### config.mk
export PLATFORM = sky130hd
export DESIGN_NAME = lvl_irq_aggregator
export DESIGN_NICKNAME = d
export VERILOG_FILES = /design/src/rtl/intc_pkg.sv /design/src/rtl/intc_bank_regs.sv /design/src/rtl/intc_lowest_set.sv /design/src/rtl/lvl_irq_aggregator.sv
export SDC_FILE = /design/constraint.sdc
export NUM_CORES = 1
export LEC_CHECK = 0
export BUFFER_PORTS_ARGS = -buffer_cell sky130_fd_sc_hd__buf_2
export CELL_PAD_IN_SITES_DETAIL_PLACEMENT = 1
export CELL_PAD_IN_SITES_GLOBAL_PLACEMENT = 1
export CORE_MARGIN = 2
export CORE_UTILIZATION = 43
export DETAILED_ROUTE_END_ITERATION = 16
export PLACE_DENSITY_LB_ADDON = 0.1
export SYNTH_ARGS = -nofsm -noshare
export SYNTH_HDL_FRONTEND = slang
export SYNTH_HIERARCHICAL = 1
export SYNTH_SLANG_ARGS = --single-unit
### constraint.sdc
create_clock -name clk -period 1.9 [get_ports clk]
set_clock_uncertainty 0.05 [all_clocks]
set_input_delay 0.285 -clock clk [delete_from_list [all_inputs] [get_ports clk]]
set_output_delay 0.285 -clock clk [all_outputs]
set_load 0.01 [all_outputs]
### src/rtl/intc_pkg.sv
package intc_pkg;
  localparam int BANK_SRC = 32;
  localparam int SEL_W    = 3;

  typedef enum logic [SEL_W-1:0] {
    WSEL_LEVEL = 3'd0,
    WSEL_NMASK = 3'd1,
    WSEL_FMASK = 3'd2,
    WSEL_EMASK = 3'd3
  } word_sel_e;
endpackage

### src/rtl/intc_bank_regs.sv
module intc_bank_regs
  import intc_pkg::*;
#(
  parameter int W = BANK_SRC
) (
  input  logic             clk,
  input  logic             rst,
  input  logic [W-1:0]     lvl,
  input  logic             wr_hit,
  input  logic [SEL_W-1:0] sel,
  input  logic [W-1:0]     wdata,
  output logic [W-1:0]     rd_word,
  output logic [W-1:0]     npend,
  output logic             fhit
);
  logic [W-1:0] nmask_q, fmask_q, emask_q;

  always_ff @(posedge clk) begin
    if (rst) begin
      nmask_q <= '0;
      fmask_q <= '0;
      emask_q <= '0;
    end else if (wr_hit) begin
      case (sel)
        WSEL_NMASK: nmask_q <= wdata;
        WSEL_FMASK: fmask_q <= wdata;
        WSEL_EMASK: emask_q <= wdata;
        default: ;
      endcase
    end
  end

  always_comb begin
    case (sel)
      WSEL_LEVEL: rd_word = lvl;
      WSEL_NMASK: rd_word = nmask_q;
      WSEL_FMASK: rd_word = fmask_q;
      WSEL_EMASK: rd_word = emask_q;
      default:    rd_word = '0;
    endcase
  end

  assign npend = lvl & nmask_q;
  assign fhit  = |(lvl & fmask_q);

  // a normal-enable write lands in full on the next edge
  assert_nmask_write_R3: assert property (@(posedge clk) disable iff (rst)
    (wr_hit && sel == WSEL_NMASK) |=> nmask_q == $past(wdata));

  // writes to the level word or to unused words leave storage alone
  assert_level_write_ignored_R2: assert property (@(posedge clk) disable iff (rst)
    (wr_hit && (sel == WSEL_LEVEL || sel[2])) |=>
      ($stable(nmask_q) && $stable(fmask_q) && $stable(emask_q)));
endmodule

### src/rtl/intc_lowest_set.sv
module intc_lowest_set #(
  parameter int W = 32,
  localparam int IW = $clog2(W)
) (
  input  logic          clk,
  input  logic          rst,
  input  logic [W-1:0]  vec,
  output logic [IW-1:0] idx_q,
  output logic          any_q
);
  logic [IW-1:0] idx_n;

  always_comb begin
    idx_n = '0;
    for (int k = W - 1; k >= 0; k--) begin
      if (vec[k]) idx_n = IW'(k);
    end
  end

  always_ff @(posedge clk) begin
    if (rst) begin
      idx_q <= '0;
      any_q <= 1'b0;
    end else begin
      idx_q <= idx_n;
      any_q <= |vec;
    end
  end

  // no set bit sits below the reported index
  assert_lowest_first_R7: assert property (@(posedge clk) disable iff (rst)
    (any_q && !$past(rst)) |->
      (($past(vec) & ((W'(1) << idx_q) - W'(1))) == '0));

  // the flag mirrors the vector one clock later
  assert_any_track_R7: assert property (@(posedge clk) disable iff (rst)
    !$past(rst) |-> (any_q == $past(|vec)));
endmodule

### src/rtl/lvl_irq_aggregator.sv
module lvl_irq_aggregator
  import intc_pkg::*;
#(
  parameter int NUM_BANKS = 2,
  localparam int BANK_W = (NUM_BANKS > 1) ? $clog2(NUM_BANKS) : 1,
  localparam int IW     = $clog2(BANK_SRC),
  localparam int NSRC   = NUM_BANKS * BANK_SRC
) (
  input  logic                    clk,
  input  logic                    rst,
  input  logic [NSRC-1:0]         src_i,
  input  logic                    bus_en,
  input  logic                    bus_we,
  input  logic [BANK_W+SEL_W-1:0] bus_addr,
  input  logic [BANK_SRC-1:0]     bus_wdata,
  output logic [BANK_SRC-1:0]     bus_rdata,
  output logic                    irq_o,
  output logic                    fiq_o,
  output logic [NUM_BANKS*IW-1:0] pend_idx_o,
  output logic [NUM_BANKS-1:0]    pend_any_o
);
  logic [SEL_W-1:0]    sel;
  logic [BANK_W-1:0]   bank;
  logic [BANK_SRC-1:0] bank_rd   [NUM_BANKS];
  logic [BANK_SRC-1:0] bank_pend [NUM_BANKS];
  logic [NUM_BANKS-1:0] nhit, fhit;
  logic [BANK_SRC-1:0] rd_pick;

  assign sel  = bus_addr[SEL_W-1:0];
  assign bank = bus_addr[BANK_W+SEL_W-1:SEL_W];

  for (genvar b = 0; b < NUM_BANKS; b++) begin : g_bank
    logic wr_hit;
    assign wr_hit = bus_en && bus_we && (bank == BANK_W'(b));

    intc_bank_regs #(.W(BANK_SRC)) regs_i (
      .clk     (clk),
      .rst     (rst),
      .lvl     (src_i[b*BANK_SRC +: BANK_SRC]),
      .wr_hit  (wr_hit),
      .sel     (sel),
      .wdata   (bus_wdata),
      .rd_word (bank_rd[b]),
      .npend   (bank_pend[b]),
      .fhit    (fhit[b])
    );

    assign nhit[b] = |bank_pend[b];

    intc_lowest_set #(.W(BANK_SRC)) low_i (
      .clk   (clk),
      .rst   (rst),
      .vec   (bank_pend[b]),
      .idx_q (pend_idx_o[b*IW +: IW]),
      .any_q (pend_any_o[b])
    );
  end

  always_comb begin
    rd_pick = '0;
    for (int b = 0; b < NUM_BANKS; b++) begin
      if (bank == BANK_W'(b)) rd_pick = bank_rd[b];
    end
  end

  always_ff @(posedge clk) begin
    if (rst) begin
      irq_o     <= 1'b0;
      fiq_o     <= 1'b0;
      bus_rdata <= '0;
    end else begin
      irq_o <= |nhit;
      fiq_o <= |fhit;
      if (bus_en && !bus_we) bus_rdata <= rd_pick;
    end
  end

  // reset drives the lines and read data low
  assert_reset_quiet_R1: assert property (@(posedge clk)
    rst |=> (!irq_o && !fiq_o && bus_rdata == '0));

  // normal line follows any bank's pending set one clock later
  assert_irq_follow_R4: assert property (@(posedge clk) disable iff (rst)
    !$past(rst) |-> (irq_o == $past(|pend_any_src())));

  // fast line follows the per-bank fast hits one clock later
  assert_fiq_follow_R5: assert property (@(posedge clk) disable iff (rst)
    !$past(rst) |-> (fiq_o == $past(|fhit)));

  // unused words read back as zero
  assert_unused_read_zero_R9: assert property (@(posedge clk) disable iff (rst)
    (bus_en && !bus_we && sel[2]) |=> bus_rdata == '0);

  function automatic logic [NUM_BANKS-1:0] pend_any_src();
    logic [NUM_BANKS-1:0] r;
    for (int b = 0; b < NUM_BANKS; b++) r[b] = |bank_pend[b];
    return r;
  endfunction
endmodule

Word level (Yosys, flattened, before mapping)
Cells that the tools add are included.
- flip-flop bits (word level): 238
- bits of input ports: 104
- output and inout bits: 46
- logic and storage cells: 120
- equal/unequal tests: 3
- multiplexer cells: 65
- bitwise logic cells: 5
- reductions and logical operators: 26
- operators by type and width (cell ; number):
    one-hot mux 32 bit (4 select lines) ; 2
    two-way mux 5 bit ; 32
    bitwise AND 32 bit ; 4
    OR reduction 64 bit ; 2
    two-way mux 4 bit ; 16
    OR reduction 32 bit ; 2
    OR reduction 17 bit ; 2
    two-way mux 32 bit ; 1
    two-way mux 3 bit ; 8
    OR reduction 9 bit ; 2
    AND reduction 2 bit ; 6
    OR reduction 5 bit ; 2
    two-way mux 2 bit ; 4
    equality test 3 x 2 -> 1 bit, second input constant ; 2
    OR reduction 3 bit ; 2
    logical AND 1 bit ; 4
    OR reduction 2 bit ; 2
    equality test 3 x 1 -> 1 bit, second input constant ; 1
    logical NOT 3 bit ; 1
    two-way mux 1 bit ; 2
    logical NOT 1 bit ; 1
    inverter 1 bit ; 1

Depth between registers and ports, before layout
Gate-level depths: netlist (run 1).
- depth after elaboration: 32
- depth in mapped cells: 8
- gate-level depth less buffers: 5

By module
The synthesis (run 1) kept the hierarchy.
- by module, submodules not included (module ; instances ; cells each ; area each (um^2) ; sequential area each (um^2)):
    intc_bank_regs ; 2 ; 593 ; 4599.4 ; 1921.8
    lvl_irq_aggregator ; 1 ; 173 ; 1651.6 ; 680.7
    intc_lowest_set ; 2 ; 77 ; 543.0 ; 120.1

Least setup slack after synthesis (run 1)
OpenSTA, ideal clock, no wires.
- path type: input -> register
- from: in bus_addr[3]
- to: reg g_bank[0].regs_i.fmask_q[11]
- setup time: 71 ps
- data arrival time: 1572 ps
- required time: 1779 ps
- path slack: 207 ps
- stages: 8
- path buffers: 4
- cells stage by stage: buf_4 > buf_4 > nor2_1 > nor4bb_1 > buf_4 > buf_6 > nand2_1 > a21oi_2
- cells in the longest elaborated chain, start to end: 3
- ends and longest elaborated chain (what ; RTL line ; RTL):
    start, declared ; lvl_irq_aggregator.sv:14 ; input logic [BANK_W+SEL_W-1:0] bus_addr,
    inverter 1 bit ; n/a ;
    logical AND 1 bit ; lvl_irq_aggregator.sv:34 ; assign wr_hit = bus_en && bus_we && (bank == BANK_W'(b));
    net g_bank[0].wr_hit ; lvl_irq_aggregator.sv:33 ; logic wr_hit;
    AND reduction 2 bit (no line) ; n/a ;
    end signal, assigned ; intc_bank_regs.sv:26 ; WSEL_FMASK: fmask_q <= wdata;
    end, declared ; intc_bank_regs.sv:16 ; logic [W-1:0] nmask_q, fmask_q, emask_q;
The timed path passes the listed nets, and every way through them passes these cells.
A chain may end at the register's enable or synchronous reset.

==> results of run 1 <==
per-layer routing:
metal,share of wire [%],global-route usage (%)
met1,42,40.79
met2,48,55.85
met3,4.9,4.141
met4,4.9,14.79
met5,0.056,0
cell families after synthesis:
kind of cell           Yosys count  synth area share, %
buffers and inverters          126                6.300
AO/OA/AOI/OAI                  427                24.41
AND/OR/NAND/NOR                690                26.69
flip-flops                     238                39.92
multiplexers                    32                2.683
final cells by class:
class | instances | area (um2) | area share (%)
multi-input cells | 1149 | 6541 | 45.40
flip-flops and latches | 238 | 4765 | 33.07
well taps | 372 | 465.4 | 3.231
diodes | 1 | 2.502 | 0.01737
repair buffers | 223 | 1643 | 11.40
inverters | 11 | 41.29 | 0.2866
clock inverters | 15 | 143.9 | 0.9987
clock buffers | 37 | 805.8 | 5.593
critical path, stage by stage, from the launching register on:
cell	delay (ns)
dfxtp_1	0.33
and2_1	0.21
nor4_1	0.71
nand4_1	0.18
o41a_1	0.33
Yosys cell counts, types with 4 or more instances:
| master | count |
|---|---|
| a211oi_1 | 36 |
| a21oi_1 | 146 |
| a21oi_2 | 58 |
| a22oi_1 | 160 |
| a31oi_1 | 4 |
| and2_1 | 64 |
| buf_1 | 4 |
| buf_2 | 47 |
| buf_4 | 20 |
| buf_6 | 16 |
| clkbuf_1 | 24 |
| dfxtp_1 | 238 |
| inv_1 | 11 |
| mux2i_1 | 32 |
| nand2_1 | 457 |
| nand2b_1 | 4 |
| nand3_1 | 4 |
| nand4_1 | 12 |
| nand4bb_1 | 4 |
| nor2_1 | 61 |
| nor2b_1 | 5 |
| nor3_1 | 10 |
| nor3b_2 | 4 |
| nor4_1 | 24 |
| nor4_2 | 4 |
| nor4bb_1 | 4 |
| o21ai_0 | 6 |
| or3_1 | 6 |
| or4_1 | 8 |
flip-flops by register name, indices dropped and copies added (netlist names):
signal                 flops
g_bank.low_i/any_q         2
fiq_o                      1
g_bank.regs_i/emask_q     64
g_bank.low_i/idx_q        10
irq_o                      1
g_bank.regs_i/fmask_q     64
bus_rdata                 32
g_bank.regs_i/nmask_q     64
power groups by stage:
stage	registers (mW)	clock network (mW)	logic (mW)
6_report	5.14	5.55	1.07
5_1_grt	5.14	5.83	1.14
4_1_cts	5.13	5.64	1.06
3_5_place_dp	5.24	0	1.04
3_3_place_gp	5.24	0	1.02
2_1_floorplan	5.25	0	0.469
path summary, 6_finish.rpt:
path / start / to / slack, ns / cells past startpoint
setup / recovery: g_bank[0].regs_i/nmask_q[16] / irq_o / -0.03 / 4
hold reg to reg: g_bank[1].regs_i/emask_q[31] / g_bank[1].regs_i/emask_q[31] / 0.41 / 2
setup reg to reg: g_bank[0].regs_i/nmask_q[16] / irq_o / -0.03 / 4
hold / removal: bus_wdata[16] / g_bank[0].regs_i/nmask_q[16] / 0.02 / 3
what timing repair did:
| item | 4_1_cts | 5_1_grt |
|---|---|---|
| setup endpoints to repair | 1 | 1 |
| hold buffers | 13 | 0 |
| hold endpoints to repair | 29 | 0 |
| pin swaps | 0 | 0 |
| gates resized for setup | 1 | 2 |
per-stage QoR:
step	util (%)	hold WS (ns)	setup TNS [ns]	setup WS, ns
floorplan	-	0.3041	0	0.2067
global placement	49.11	0.3917	-0.1839	-0.1839
detailed placement	49.11	0.3966	-0.1680	-0.1680
CTS	53.13	0.001950	0	0.01198
global route	53.16	0.006110	0	0.02855
finish	53.16	0.01500	-0.02826	-0.02826
==> results.json, run 1 <==
{
  "num_rows": 60,
  "p_seq_share_pct": 43.7,
  "ant_nets": 0,
  "dp.cells": 1980,
  "synth_area_mm2": 0.01194,
  "synth_enable_flop_cells": 0,
  "root_buffer": "clkbuf_16",
  "drc": 0,
  "yosys_warnings": 6,
  "synth_top_cell_by_area": "dfxtp_1",
  "wl_per_cell_um": 23.43,
  "wl_mm": 47.93,
  "internal-power_mw": 8.711,
  "clk_latency_ns": 0.56,
  "fin_crit_sh_pct": 101.5,
  "p_clk_share_pct": 47.2,
  "final_common_cell": "nand2_1",
  "final_cells": 2046,
  "clk_pin_slew_ns": 0.07,
  "slew_headroom_pct": 44.41,
  "cp-end-kind": "flop",
  "cp_data_required_time_ns": 2.29,
  "critPathKind": "flop to flop",
  "fin_nets": 1755,
  "final_cell_mix": "457 x nand2_1, 238 x dfxtp_1, 160 x a22oi_1",
  "p_total_mw": 11.76,
  "cts_tree": "done",
  "fin_area_mm2": 0.01441,
  "grt_max_degree": 76,
  "cts_max_level": 1,
  "min_path_type": "input port to flop",
  "first_pass_iters": 5,
  "status": "finished, violations left",
  "overflow": 0,
  "die_w_um": 170.6,
  "cts_sinks": 238,
  "async_flop_share_pct": 0,
  "num_vias": 12040,
  "synthCells": 1513,
  "violations": "setup timing",
  "rsz0062_at_grt": "no",
  "tightest_slew_ns": 0.8262,
  "swShare_pct": 25.92,
  "avgSynthCellArea_um2": 7.889,
  "gp_congestion": 0.9678,
  "synth_top_area_share_pct": 39.92,
  "syn_nets": 1617,
  "slew_violations": 0,
  "hpwl_mm": 33.83,
  "synth_flop_cell": "dfxtp_1",
  "dpl_cell_area_mm2": 0.01331,
  "worst_setup_path_start_kind": "flop",
  "syn_to_final_growth_pct": 20.70,
  "switching_power_mw": 3.048,
  "postCtsSetupRepairBufs": 0,
  "setup_viol_count_final": 1,
  "cellLeakagePower_nw": 5.411,
  "final_layout_size_suffix_gt1_share_pct": 20.44,
  "finalWorstSetupSlack_ns": -0.02826,
  "io_buffers": 149,
  "drtIter0Drc": 880,
  "placeableCoreArea_mm2": 0.02710,
  "grt_pass1_wl_mm": 72.37,
  "ys_types": 50,
  "grt_pass1_vias": 12340,
  "synth.area.top_cells": "dfxtp_1 40%, nand2_1 14%, a22oi_1 10%, a21oi_1 6.1%, a21oi_2 4.3%",
  "cts_buffers": 28,
  "combPwrFrac_pct": 9.1,
  "grt_antenna_before_repair": 3,
  "boundaryPins": 150,
  "fmax_ghz": 0.5186,
  "seq_area_frac_synth_pct": 39.92,
  "fp.dieH_um": 170.6,
  "yosys_register_bits": 238,
  "worstPathArrival_ns": 2.32,
  "maxCapViolations": 0,
  "period_minus_slack_ns": 1.928,
  "fillers": 3336,
  "hold_viol": 0,
  "critPathMaxFanout": 5,
  "initial_core_util_pct": 44.04,
  "cts_buffer_depth": 3,
  "dieArea_mm2": 0.02911,
  "grtUsageTotal_pct": 32.57,
  "vias_per_cell": 5.882,
  "power_density_mw_per_mm2": 816.1,
  "vdd_drop_max_uv": 666.3
}
Power figures use the tool's default switching activity.
==> run 2: changes to the inputs <==
--- a/config.mk
+++ b/config.mk
@@ -8,10 +8,12 @@
 export BUFFER_PORTS_ARGS = -buffer_cell sky130_fd_sc_hd__buf_2
 export CELL_PAD_IN_SITES_DETAIL_PLACEMENT = 1
 export CELL_PAD_IN_SITES_GLOBAL_PLACEMENT = 1
+export CORE_ASPECT_RATIO = 0.7
 export CORE_MARGIN = 2
 export CORE_UTILIZATION = 43
 export DETAILED_ROUTE_END_ITERATION = 16
 export PLACE_DENSITY_LB_ADDON = 0.1
+export RECOVER_POWER = 50
 export SYNTH_ARGS = -nofsm -noshare
 export SYNTH_HDL_FRONTEND = slang
 export SYNTH_HIERARCHICAL = 1
==> run 2 against run 1 <==
The flow now finishes without violations. First-iteration DRC count rose by 24%. Total power shrank 0.58%. Critical path depth grew 2. Routed wire length up 1.3%. Cell count down 0.54%. Utilization shrank 0.64 points. Flip-flop and latch count stayed put. Final area fell by 1.5%. Global-route usage up 0.46 points. Via count increased by 1.4%. Die area is essentially flat. Non-clock buffer count grew 5. Critical path type unchanged.
==> results.json, run 2 (same netlist as run 1, synthesis figures left out) <==
{
  "period_minus_slack_ns": 1.877,
  "dp_slack_ns": -0.2721,
  "grt_pass1_vias": 12240,
  "multi_input_area_mm2": 0.006461,
  "fin_nets": 1758,
  "seq_area_mm2": 0.004765,
  "overflow": 0,
  "cts_max_level": 1,
  "hpwl_mm": 34.33,
  "status": "complete, no violations",
  "final_common_cell": "nand2_1",
  "grtUsageTotal_pct": 33.03,
  "combPwrFrac_pct": 9.0,
  "worstPathArrival_ns": 2.27,
  "top_usage_layer": "met2",
  "initial_core_util_pct": 44.17,
  "cts_buffers": 26,
  "power_density_mw_per_mm2": 823.5,
  "min_path_type": "input port to flop",
  "worst_setup_path_start_kind": "flop",
  "dpl_cell_area_mm2": 0.01334,
  "slew_headroom_pct": 35.26,
  "internal-power_mw": 8.790,
  "final_layout_size_suffix_gt1_share_pct": 18.14,
  "swShare_pct": 24.81,
  "grt_pass1_wl_mm": 73.57,
  "cts_buffer_depth": 3,
  "tightest_slew_ns": 0.9711,
  "cts_tree": "done",
  "io_buffers": 149,
  "use_met3_pct": 5.147,
  "fp.dieH_um": 143.4,
  "root_buffer": "clkbuf_16",
  "switching_power_mw": 2.900,
  "fillers": 3359,
  "vdd_drop_max_uv": 626.2,
  "grt_antenna_before_repair": 5,
  "cp-end-kind": "flop",
  "wl_mm": 48.53,
  "maxCapViolations": 0,
  "drtIter0Drc": 1092,
  "vias_per_cell": 5.995,
  "fmax_ghz": 0.5327,
  "critPathMaxFanout": 3,
  "finalWorstSetupSlack_ns": 0.02292,
  "fin_crit_sh_pct": 98.79,
  "dieArea_mm2": 0.02913,
  "cts_sinks": 238,
  "cp_data_required_time_ns": 2.29,
  "num_vias": 12200,
  "p_seq_share_pct": 44.0,
  "clk_pin_slew_ns": 0.07,
  "use_met2_pct": 54.61,
  "hold_viol": 0,
  "grt_max_degree": 107,
  "die_w_um": 203.1,
  "use_met1_pct": 44.68,
  "placeableCoreArea_mm2": 0.02703,
  "first_pass_iters": 5,
  "p_clk_share_pct": 47.0,
  "critPathKind": "flop to flop",
  "ant_nets": 0,
  "setup_viol_count_final": 0,
  "final_cell_mix": "457 x nand2_1, 238 x dfxtp_1, 164 x a21oi_1",
  "syn_to_final_growth_pct": 18.92,
  "boundaryPins": 150,
  "clk_latency_ns": 0.55,
  "rsz0062_at_grt": "no",
  "wl_per_cell_um": 23.85,
  "num_rows": 50,
  "cellLeakagePower_nw": 5.329,
  "reg_top3": "g_bank.regs_i/emask_q: 64 flops, g_bank.regs_i/fmask_q: 64 flops, g_bank.regs_i/nmask_q: 64 flops",
  "drc": 0,
  "slew_violations": 0,
  "gp_congestion": 0.9373,
  "fin_area_mm2": 0.01419
}
-- run 2: cell count changes in the layout (fill, tap and decap cells not counted), moves of 10 or more --
cell,before,now
clkbuf_1,3,23
a21oi_1,146,164
buf_4,37,47
buf_2,148,130
a21oi_2,58,40
-- run 2: worst paths after layout --
check,end,slack [ns],cells after the start,startpoint
max reg2reg,irq_o,0.02,6,g_bank[0].regs_i/nmask_q[27]
min,g_bank[0].regs_i/emask_q[11],0.02,3,bus_wdata[11]
min reg2reg,g_bank[0].regs_i/emask_q[5],0.41,2,g_bank[0].regs_i/emask_q[5]
max,irq_o,0.02,6,g_bank[0].regs_i/nmask_q[27]
-- run 2: final cells by class --
type	count	area share, %
inverters	11	0.2909
diodes	1	0.01763
clock inverters	6	0.9167
clock buffers	38	5.474
flip-flops and latches	238	33.57
well taps	364	3.208
multi-input cells	1149	45.52
repair buffers	228	11.01
-- run 2: worst max-delay path, cell delays in order, from the launching register on --
cell     delay, ns
dfxtp_1       0.32
and2_1        0.14
buf_4         0.16
nor4_4        0.27
buf_4         0.16
nand4_1       0.24
o41a_1        0.44
-- run 2: stage by stage --
stage | total power, mW | util [%] | TNS, ns | instances | hold WS, ns
4_1_cts | 11.77 | 53.13 | 0 | 2034 | 0.001477
5_1_grt | 12.04 | 52.51 | 0 | 2034 | 0.006416
6_report | 11.69 | 52.52 | 0 | 2035 | 0.01967
3_5_place_dp | 6.295 | 49.37 | -0.5040 | 1981 | 0.3980
2_1_floorplan | 5.717 | - | 0 | 1513 | 0.3041
3_3_place_gp | 6.274 | 49.37 | -0.3344 | 1981 | 0.3913
-- run 2: routing by layer --
metal	vias up	wire, um	share of wire [%]
li1	5614	-	-
met1	6054	21200	44
met2	444	22420	46
met3	82	3451	7.1
met4	6	1432	3.0
met5	-	30	0.062
-- run 2: repair_timing --
action,in CTS,in global routing
endpoints found under the setup margin,1,2
gates cloned,0,0
resized for setup,3,2
endpoints found under the hold margin,27,0
hold buffers,9,0
setup buffers,0,0
pin swaps,0,2
-- run 2: power by group through the flow --
| stage | Sequential [mW] | Clock (mW) | Combinational [mW] |
|---|---|---|---|
| 2_1_floorplan | 5.25 | 0 | 0.469 |
| 3_3_place_gp | 5.24 | 0 | 1.03 |
| 3_5_place_dp | 5.24 | 0 | 1.05 |
| 4_1_cts | 5.13 | 5.57 | 1.07 |
| 5_1_grt | 5.14 | 5.79 | 1.12 |
| 6_report | 5.14 | 5.49 | 1.06 |
